--- src/rtl/spi_fifo_pkg.sv ---
package spi_fifo_pkg;

    typedef enum logic [3:0] {
        REG_CTRL   = 4'd0,
        REG_TX_THR = 4'd1,
        REG_RX_THR = 4'd2,
        REG_TX_LVL = 4'd3,
        REG_RX_LVL = 4'd4,
        REG_MASK   = 4'd5,
        REG_RAW    = 4'd6,
        REG_MSKD   = 4'd7,
        REG_ICLR   = 4'd8,
        REG_DATA   = 4'd9
    } reg_addr_e;

    localparam int IRQ_W = 6;

    typedef struct packed {
        logic rx_ovf;
        logic rx_udf;
        logic tx_ovf;
    } err_t;

    function automatic logic [IRQ_W-1:0] pack_status(input logic tx_low, input err_t e,
                                                     input logic rx_high);
        return {1'b0, rx_high, e.rx_ovf, e.rx_udf, e.tx_ovf, tx_low};
    endfunction

endpackage

--- src/rtl/spi_fifo_store.sv ---
module spi_fifo_store #(
    parameter int DEPTH = 16,
    parameter int WIDTH = 16
) (
    input  logic                       clk,
    input  logic                       rst,
    input  logic                       flush,
    input  logic                       push,
    input  logic [WIDTH-1:0]           push_data,
    input  logic                       pop,
    output logic [WIDTH-1:0]           head,
    output logic [$clog2(DEPTH+1)-1:0] level,
    output logic                       empty,
    output logic                       overflow,
    output logic                       underflow
);
    localparam int IW = (DEPTH > 1) ? $clog2(DEPTH) : 1;
    localparam int LW = $clog2(DEPTH + 1);

    logic [WIDTH-1:0] mem [DEPTH];
    logic [IW-1:0]    rd_ptr, wr_ptr;
    logic [LW-1:0]    count;
    logic             full, pop_ok, push_ok;

    function automatic logic [IW-1:0] step(input logic [IW-1:0] p);
        return (p == IW'(DEPTH - 1)) ? '0 : p + 1'b1;
    endfunction

    assign empty     = (count == '0);
    assign full      = (count == LW'(DEPTH));
    assign pop_ok    = pop && !empty;
    assign push_ok   = push && (!full || pop_ok);
    assign overflow  = push && !push_ok;
    assign underflow = pop && empty;
    assign level     = count;
    assign head      = mem[rd_ptr];

    always_ff @(posedge clk) begin
        if (rst || flush) begin
            rd_ptr <= '0;
            wr_ptr <= '0;
            count  <= '0;
        end else begin
            if (push_ok) wr_ptr <= step(wr_ptr);
            if (pop_ok)  rd_ptr <= step(rd_ptr);
            case ({push_ok, pop_ok})
                2'b10:   count <= count + 1'b1;
                2'b01:   count <= count - 1'b1;
                default: count <= count;
            endcase
        end
    end

    always_ff @(posedge clk) begin
        if (push_ok && !flush) mem[wr_ptr] <= push_data;
    end

    // occupancy never exceeds the depth
    assert_level_bound_R7: assert property (@(posedge clk) disable iff (rst)
        count <= LW'(DEPTH));

    // a dropped push leaves the queue full
    assert_drop_keeps_full_R3: assert property (@(posedge clk) disable iff (rst)
        (overflow && !flush) |=> (count == LW'(DEPTH)));

    // push and pop together on a nonempty queue keep the level
    assert_pair_stable_R11: assert property (@(posedge clk) disable iff (rst)
        (push && pop && !empty && !flush) |=> $stable(count));

endmodule

--- src/rtl/spi_irq_status.sv ---
module spi_irq_status
    import spi_fifo_pkg::*;
#(
    parameter int LW = 5
) (
    input  logic             clk,
    input  logic             rst,
    input  logic             clear,
    input  logic             tx_ovf_evt,
    input  logic             rx_udf_evt,
    input  logic             rx_ovf_evt,
    input  logic [LW-1:0]    tx_lvl,
    input  logic [LW-1:0]    tx_thr,
    input  logic [LW-1:0]    rx_lvl,
    input  logic [LW-1:0]    rx_thr,
    input  logic [IRQ_W-1:0] mask,
    output logic [IRQ_W-1:0] raw,
    output logic [IRQ_W-1:0] masked,
    output err_t             err,
    output logic             irq
);
    err_t err_q;

    always_ff @(posedge clk) begin
        if (rst) begin
            err_q <= '0;
        end else begin
            err_q.tx_ovf <= (err_q.tx_ovf && !clear) || tx_ovf_evt;
            err_q.rx_udf <= (err_q.rx_udf && !clear) || rx_udf_evt;
            err_q.rx_ovf <= (err_q.rx_ovf && !clear) || rx_ovf_evt;
        end
    end

    assign err    = err_q;
    assign raw    = pack_status(tx_lvl <= tx_thr, err_q, rx_lvl > rx_thr);
    assign masked = raw & mask;
    assign irq    = |masked;

    assert_txovf_sets_R5: assert property (@(posedge clk) disable iff (rst)
        tx_ovf_evt |=> err_q.tx_ovf);

    assert_rxudf_sets_R4: assert property (@(posedge clk) disable iff (rst)
        rx_udf_evt |=> err_q.rx_udf);

    assert_rxovf_sets_R3: assert property (@(posedge clk) disable iff (rst)
        rx_ovf_evt |=> err_q.rx_ovf);

    assert_clear_empties_R10: assert property (@(posedge clk) disable iff (rst)
        (clear && !tx_ovf_evt && !rx_udf_evt && !rx_ovf_evt) |=> (err_q == '0));

    assert_sticky_hold_R10: assert property (@(posedge clk) disable iff (rst)
        (err_q.rx_ovf && !clear) |=> err_q.rx_ovf);

endmodule

--- src/rtl/spi_fifo_irq_ctrl.sv ---
module spi_fifo_irq_ctrl
    import spi_fifo_pkg::*;
#(
    parameter int DEPTH  = 16,
    parameter int DATA_W = 16
) (
    input  logic              clk,
    input  logic              rst,
    input  logic              reg_wr_en,
    input  logic              reg_rd_en,
    input  logic [3:0]        reg_addr,
    input  logic [31:0]       reg_wdata,
    output logic [31:0]       reg_rdata,
    input  logic              tx_pop,
    output logic              tx_ready,
    output logic [DATA_W-1:0] tx_frame,
    input  logic              rx_push,
    input  logic [DATA_W-1:0] rx_frame,
    output logic              irq
);
    localparam int LW = $clog2(DEPTH + 1);

    logic             enable_q;
    logic [LW-1:0]    tx_thr_q, rx_thr_q;
    logic [IRQ_W-1:0] mask_q;

    logic              wr_data, rd_data, rd_iclr, flush;
    logic              thr_ok;
    logic [DATA_W-1:0] rx_head;
    logic [LW-1:0]     tx_lvl, rx_lvl;
    logic              tx_empty, rx_empty;
    logic              tx_over, tx_under, rx_over, rx_under;
    logic [IRQ_W-1:0]  raw, masked;
    err_t              err;

    assign wr_data = reg_wr_en && (reg_addr == REG_DATA) && enable_q;
    assign rd_data = reg_rd_en && (reg_addr == REG_DATA) && enable_q;
    assign rd_iclr = reg_rd_en && (reg_addr == REG_ICLR);
    assign flush   = !enable_q;
    assign thr_ok  = (reg_wdata < 32'(DEPTH));

    always_ff @(posedge clk) begin
        if (rst) begin
            enable_q <= 1'b0;
            tx_thr_q <= '0;
            rx_thr_q <= '0;
            mask_q   <= '0;
        end else if (reg_wr_en) begin
            case (reg_addr)
                REG_CTRL:   enable_q <= reg_wdata[0];
                REG_TX_THR: if (thr_ok) tx_thr_q <= reg_wdata[LW-1:0];
                REG_RX_THR: if (thr_ok) rx_thr_q <= reg_wdata[LW-1:0];
                REG_MASK:   mask_q   <= reg_wdata[IRQ_W-1:0];
                default:    ;
            endcase
        end
    end

    spi_fifo_store #(.DEPTH(DEPTH), .WIDTH(DATA_W)) u_tx_q (
        .clk       (clk),
        .rst       (rst),
        .flush     (flush),
        .push      (wr_data),
        .push_data (reg_wdata[DATA_W-1:0]),
        .pop       (tx_pop && enable_q),
        .head      (tx_frame),
        .level     (tx_lvl),
        .empty     (tx_empty),
        .overflow  (tx_over),
        .underflow (tx_under)
    );

    spi_fifo_store #(.DEPTH(DEPTH), .WIDTH(DATA_W)) u_rx_q (
        .clk       (clk),
        .rst       (rst),
        .flush     (flush),
        .push      (rx_push && enable_q),
        .push_data (rx_frame),
        .pop       (rd_data),
        .head      (rx_head),
        .level     (rx_lvl),
        .empty     (rx_empty),
        .overflow  (rx_over),
        .underflow (rx_under)
    );

    spi_irq_status #(.LW(LW)) u_status (
        .clk        (clk),
        .rst        (rst),
        .clear      (rd_iclr || flush),
        .tx_ovf_evt (tx_over),
        .rx_udf_evt (rx_under),
        .rx_ovf_evt (rx_over),
        .tx_lvl     (tx_lvl),
        .tx_thr     (tx_thr_q),
        .rx_lvl     (rx_lvl),
        .rx_thr     (rx_thr_q),
        .mask       (mask_q),
        .raw        (raw),
        .masked     (masked),
        .err        (err),
        .irq        (irq)
    );

    assign tx_ready = !tx_empty;

    always_comb begin
        reg_rdata = '0;
        case (reg_addr)
            REG_CTRL:   reg_rdata = {31'd0, enable_q};
            REG_TX_THR: reg_rdata = 32'(tx_thr_q);
            REG_RX_THR: reg_rdata = 32'(rx_thr_q);
            REG_TX_LVL: reg_rdata = 32'(tx_lvl);
            REG_RX_LVL: reg_rdata = 32'(rx_lvl);
            REG_MASK:   reg_rdata = 32'(mask_q);
            REG_RAW:    reg_rdata = 32'(raw);
            REG_MSKD:   reg_rdata = 32'(masked);
            REG_ICLR:   reg_rdata = 32'({err.rx_ovf, err.rx_udf, err.tx_ovf, 1'b0});
            REG_DATA:   reg_rdata = rx_empty ? '0 : 32'(rx_head);
            default:    reg_rdata = '0;
        endcase
    end

    // thresholds always stay below the depth
    assert_thr_below_depth_R8: assert property (@(posedge clk) disable iff (rst)
        (tx_thr_q < LW'(DEPTH)) && (rx_thr_q < LW'(DEPTH)));

    assert_thr_reject_R8: assert property (@(posedge clk) disable iff (rst)
        (reg_wr_en && reg_addr == REG_TX_THR && !thr_ok) |=> $stable(tx_thr_q));

    // disabled block holds both queues empty
    assert_disabled_empty_R9: assert property (@(posedge clk) disable iff (rst)
        (!enable_q && !(reg_wr_en && reg_addr == REG_CTRL)) |=> (tx_empty && rx_empty));

    // serial engine only pops a ready transmit queue
    assert_tx_pop_guard_R7: assert property (@(posedge clk) disable iff (rst)
        !tx_under);

endmodule

--- config.mk ---
export PLATFORM = sky130hd
export DESIGN_NAME = spi_fifo_irq_ctrl
export DESIGN_NICKNAME = d
export VERILOG_FILES = /design/src/rtl/spi_fifo_pkg.sv /design/src/rtl/spi_fifo_store.sv /design/src/rtl/spi_irq_status.sv /design/src/rtl/spi_fifo_irq_ctrl.sv
export SDC_FILE = /design/constraint.sdc
export NUM_CORES = 1
export LEC_CHECK = 0
export BUFFER_PORTS_ARGS = -buffer_cell sky130_fd_sc_hd__buf_2
export CAP_MARGIN = 10
export CORE_ASPECT_RATIO = 1.75
export CORE_MARGIN = 1
export CORE_UTILIZATION = 55
export DETAILED_ROUTE_END_ITERATION = 16
export PLACE_DENSITY = 0.73
export SETUP_SLACK_MARGIN = 0.5
export SLEW_MARGIN = 20
export SYNTH_ARGS = -nofsm -noshare
export SYNTH_HDL_FRONTEND = slang
export SYNTH_HIERARCHICAL = 1
export SYNTH_SLANG_ARGS = --single-unit
--- constraint.sdc ---
create_clock -name clk -period 8.4 [get_ports clk]
set_input_delay 1.26 -clock clk [delete_from_list [all_inputs] [get_ports clk]]
set_output_delay 1.26 -clock clk [all_outputs]
set_load 0.05 [all_outputs]
==> results.toml, run 1 <==
[grt]
grt_pass1_vias = 12728
grt_pass1_wl_um = 77000
grtUsageTotal = 0.250
grt_start_max_net_pins = 65
overflow = 0
antenna_found_initial = 5

[power_and_ir_drop]
peakVddDrop_v = 0.000212
p_seq_frac = 0.568
p_comb_frac = 0.017
power_frac_clock = 0.415
power.static_leakage_uw = 0.00827
swShare = 0.194
powerDensity_mw_per_mm2 = 209
p_sw_uw = 1040
p_int_uw = 4350

[sta]
rsz0062_at_grt = "no"
fin_skew_ns = 0.0330
finalCritPeriodShare = 0.580
tns_ns = 0
slew_violations = 0
slew_headroom = 0.163
worst_pin_slew_ns = 1.25
fin_crit_ns = 4.87
hold_violations = 0
setup_viol = 0
max_freq_mhz = 205

[flow_run]
cap_violations = 0

[drt]
finalWirelength_um = 51500
drcViolationCount = 0
routedWlPerCell_um = 25.9
ant_nets = 0
first_iter_violations = 1046
avgViaCountPerCell = 6.16
vias = 12261
drt_pass1_iterations = 5

[place]
dp_hpwl_um = 34400
gp_congestion = 0.920
port_buffers = 91

[clock_network]
cts_max_level = 2
clk_latency_ns = 0.58
cts_tree = "built"
cts.sinks = 566
cts_inserted_buffers = 48
cts-root-buf = "clkbuf_16"
cts.clk_slew.worst_paths_ns = 0.06
post_cts_buffers = 0
ctsResizeCount = 0
cts-hold-fix-buffers = 0
clock_path_buffers = 3

[cells_and_area]
n_fill_cell = 2987
nets = 1482
area_growth_pct = 11.3
drive_above_1_share = 0.263
final_core_utilization = 0.620

[outcome]
status = "completed"

[critical_path]
setup.worst_path.class = "reg -> out"
start_kind = "flop"
crit_required_ns = 7.14
crit_family = "buffers and inverters"
crit_fanout = 34
slowest_stage = "dfxtp_4"
crit_chain = "buf_4, mux4_2, a22oi_1, nand2_1, a211oi_1, o21ai_0, buf_2"
path_buf_inv = 2
critPathMaxStageDelay_ns = 0.81
arrival_ns = 3.61
critPathCaptureType = "output pin"

[floorplan]
die_w_um = 157
core_sq_mm = 0.0416
die_h_um = 274
die_area_sq_mm = 0.0430
std_cell_rows = 99
start_util = 0.557
io_pins = 108

[synth]
mappedNetlistArea_sq_mm = 0.0232
avgSynthCellArea_sq_um = 17.7
syn_inst = 1310
yosys_warnings = 6

[hold_path]
min_path_type = "reg -> reg"
## cell type report
type | count | area (sq um) | area share
Multi-Input combinational cell | 643 | 6360 | 0.246
Tap cell | 555 | 694 | 0.0269
Sequential cell | 566 | 16500 | 0.638
Clock buffer | 63 | 1320 | 0.0511
Inverter | 31 | 116 | 0.00451
Antenna cell | 2 | 5.00 | 0.000194
Timing Repair Buffer | 106 | 568 | 0.0220
Clock inverter | 25 | 282 | 0.0109
## cells in the final DEF (no fill, tap or decap), drive strengths merged, types with 21 or more instances in the layout
| master | count |
|---|---|
| dfxtp | 54 |
| buf | 106 |
| ha | 26 |
| clkbuf | 63 |
| nor2 | 73 |
| a21oi | 24 |
| edfxtp | 512 |
| inv | 34 |
| a22oi | 67 |
| nand2b | 21 |
| nand2 | 69 |
| mux4 | 129 |
| mux2i | 26 |
## metrics by stage
step	instance area (sq um)	setup WS [ns]	power [uW]	hold WS, ns	instances
final	25800	3.53	5390	0.517	1991
after floorplan	23300	4.09	3170	0.457	1326
after global routing	25800	3.21	5530	0.529	1991
after global placement	24200	3.71	3220	0.491	1901
after detailed placement	24200	3.57	3220	0.487	1901
after CTS	25800	3.38	5440	0.506	1989
## worst paths after layout
| kind | start | end | slack [ns] | depth (start not counted) |
|---|---|---|---|---|
| hold reg to reg | tx_thr_q[1] | tx_thr_q[1] | 0.52 | 2 |
| setup reg to reg | enable_q | u_tx_q/mem[4][5] | 4.52 | 6 |
| hold / removal | tx_thr_q[1] | tx_thr_q[1] | 0.52 | 2 |
| setup / recovery | flop | reg_rdata[0] | 3.53 | 7 |
## power by group through the flow
stage | sequential [uW] | clock, uW | combinational [uW]
3_5_place_dp | 3130 | 0 | 94.4
4_1_cts | 3060 | 2280 | 94.4
5_1_grt | 3060 | 2370 | 100
3_3_place_gp | 3130 | 0 | 90.8
2_1_floorplan | 3130 | 0 | 39.5
6_report | 3060 | 2240 | 93.8
## metal layers
metal  vias up  GRT usage  share of wire
met5         -          0        0.00058
met4         4      0.167          0.071
met3       150     0.0367          0.053
met2       484      0.454           0.54
met1      6250      0.263           0.33
li1       5373          -              -
## registers in the layout (all words and copies together), names as in the netlist, named ones only
register,count
enable_q,1
mask_q,6
rx_thr_q,5
tx_thr_q,5
u_rx_q/level,5
u_rx_q/mem,256
u_rx_q/rd_ptr,4
u_rx_q/wr_ptr,4
u_status/err,3
u_tx_q/level,5
u_tx_q/mem,256
u_tx_q/rd_ptr,4
u_tx_q/wr_ptr,4
## tightest hold or removal path, delay by kind of cell (launching register included)
family | cells | cell delay, ns
AND/OR/NAND/NOR | 1 | 0.07
flip-flops | 1 | 0.33
multiplexers | 1 | 0.06
Power figures use the tool's default switching activity.
==> run 2, diff against run 1 <==
--- a/config.mk
+++ b/config.mk
@@ -11,7 +11,7 @@
 export CORE_MARGIN = 1
 export CORE_UTILIZATION = 55
 export DETAILED_ROUTE_END_ITERATION = 16
-export PLACE_DENSITY = 0.73
+export PLACE_DENSITY = 0.75
 export SETUP_SLACK_MARGIN = 0.5
 export SLEW_MARGIN = 20
 export SYNTH_ARGS = -nofsm -noshare
==> constraint.sdc (replaced) <==
create_clock -name clk -period 4.1 [get_ports clk]
set_input_delay 0.615 -clock clk [delete_from_list [all_inputs] [get_ports clk]]
set_output_delay 0.615 -clock clk [all_outputs]
set_load 0.05 [all_outputs]
==> run 2 against run 1 <==
Via count up 2.7%. Sequential power is 100% higher. Non-clock buffer count rose by 48. Critical path type unchanged. Sequential share of layout area shrank 1.4 points. Highest routed layer unchanged. Utilization grew 1.4 points. Global-route usage is 1.1 points higher. Largest cell class unchanged.
==> results.toml, run 2 (synthesis gave the netlist of run 1 again) <==
[critical_path]
crit_required_ns = 3.48
startpoint = "rx_thr_q[1]"
crit_fanout = 3
critPathCaptureType = "output pin"
r2r_setup_slack_ns = 1.16
setup.worst_path.class = "reg -> out"
start_kind = "flop"
arrival_ns = 2.93
r2r_cells = 7
regToRegEndpoint = "u_tx_q/mem[15][7]"
r2r-start = "enable_q"

[drt]
avgViaCountPerCell = 6.18
wl_met2_um = 29600
routedWlPerCell_um = 26.8
vias = 12593
drt-met1-wl_um = 17300
topRoutingLayerUsed = "met5"
wl_met3_um = 3360
drt_pass1_iterations = 5
ant_nets = 0
first_iter_violations = 939
drcViolationCount = 0
finalWirelength_um = 54500

[sta]
rsz0062_at_grt = "yes"
setup_viol = 0
hold_violations = 0
fin_skew_ns = 0.0383
fin_crit_ns = 3.55
tns_ns = 0
slew_headroom = 0.380
finalCritPeriodShare = 0.865
max_freq_mhz = 282
slew_violations = 0
worst_pin_slew_ns = 0.931

[cells_and_area]
final_common_cell = "edfxtp_1"
instances_no_fill = 2037
largest_registers = "u_rx_q/mem: 256 flops, u_tx_q/mem: 256 flops, mask_q: 6 flops"
nets = 1529
final_cell_mix = "edfxtp_1 (512), mux4_2 (129), buf_2 (90), nand2_1 (67), a22oi_1 (67)"
design_area_sq_mm = 0.0264
area_growth_pct = 13.8
drive_above_1_share = 0.293

[floorplan]
die_w_um = 157
io_pins = 108
start_util = 0.557
std_cell_rows = 99
die_h_um = 274
core_sq_mm = 0.0416
die_area_sq_mm = 0.0430

[clock_network]
cts_tree = "built"
clock_path_buffers = 3
clk_latency_ns = 0.59
cts-root-buf = "clkbuf_16"
cts_max_level = 2
cts_inserted_buffers = 47
cts-hold-fix-buffers = 0
cts.clk_slew.worst_paths_ns = 0.07
cts.sinks = 566

[grt]
grt_pass1_wl_um = 79900
grtUsageTotal = 0.260
grt_pass1_vias = 13177
grt_start_max_net_pins = 35
overflow = 0
antenna_found_initial = 3

[place]
port_buffers = 91
dpl.cell_count = 1939
gp_congestion = 0.891
place_area_sq_mm = 0.0246
dp_hpwl_um = 36000

[outcome]
status = "completed"

[hold_path]
min_path_type = "in -> reg"
hold_end = "u_rx_q/mem[15][5]"
whs_path_depth = 1
hp-start = "rx_frame[5]"

[power_and_ir_drop]
powerDensity_mw_per_mm2 = 427
power.static_leakage_uw = 0.00862
peakVddDrop_v = 0.000461

[flow_run]
cap_violations = 0
run 2: cell types whose count changed in the layout (fill, tap and decap cells not counted), moves of 2 or more:
cell / previous run / this run
dfxtp_4: 2 / 5
buf_4: 15 / 51
clkinv_2: 6 / 9
nor2_4: 4 / 0
nor2_2: 25 / 30
bufinv_16: 5 / 9
clkinvlp_4: 3 / 1
inv_6: 3 / 1
dfxtp_1: 50 / 47
buf_12: 0 / 12
clkbuf_1: 11 / 7
run 2: how the worst max path moves through the flow:
stage | depth (start not counted) | slack, ns | endpoint
floorplan | 8 | 0.53 | u_tx_q/mem[0][0]
global route | 10 | 0.46 | reg_rdata[4]
detailed placement | 10 | 0.74 | reg_rdata[4]
finish | 11 | 0.55 | reg_rdata[4]
global placement | 10 | 0.79 | reg_rdata[4]
CTS | 10 | 0.40 | reg_rdata[4]
run 2: critical path, stage by stage (launching register included):
cell,delay [ns]
dfxtp_1,0.43
inv_1,0.07
ha_1,0.28
nor2b_1,0.13
o21ai_1,0.17
a31oi_2,0.14
and2_1,0.18
mux2_2,0.26
a22o_1,0.18
a22oi_1,0.18
o21ai_2,0.12
clkbuf_4,0.23
run 2: metal layers:
layer	track usage	vias to the layer above
met1	0.262	6379
met2	0.476	546
met4	0.185	2
met3	0.0451	207
met5	0	-
li1	-	5459
run 2: area by class of cell:
cell class | count | area (sq um)
diodes | 2 | 5.00
flip-flops and latches | 566 | 16500
fillers | 2848 | 15200
inverters | 31 | 116
repair buffers | 154 | 1080
well taps | 555 | 694
clock inverters | 29 | 418
clock buffers | 57 | 1270
multi-input cells | 643 | 6350
run 2: through the flow:
stage               utilization  power (uW)  hold slack [ns]  setup WS, ns
finish                    0.635       11300            0.398         0.555
global route              0.635       11500            0.399         0.456
CTS                       0.631       11400            0.382         0.396
detailed placement        0.590        6590            0.493         0.742
global placement          0.590        6590            0.487         0.787
floorplan                     -        6490            0.457         0.533
run 2: power breakdown:
part           switching [uW]  internal (uW)
Clock                    2030           2800
Sequential               1.15           6270
Combinational             155           33.7
run 2: repair_timing:
action / CTS / global route
setup buffers: 1 / 9
endpoints found under the setup margin: 7 / 15
resized for setup: 3 / 7
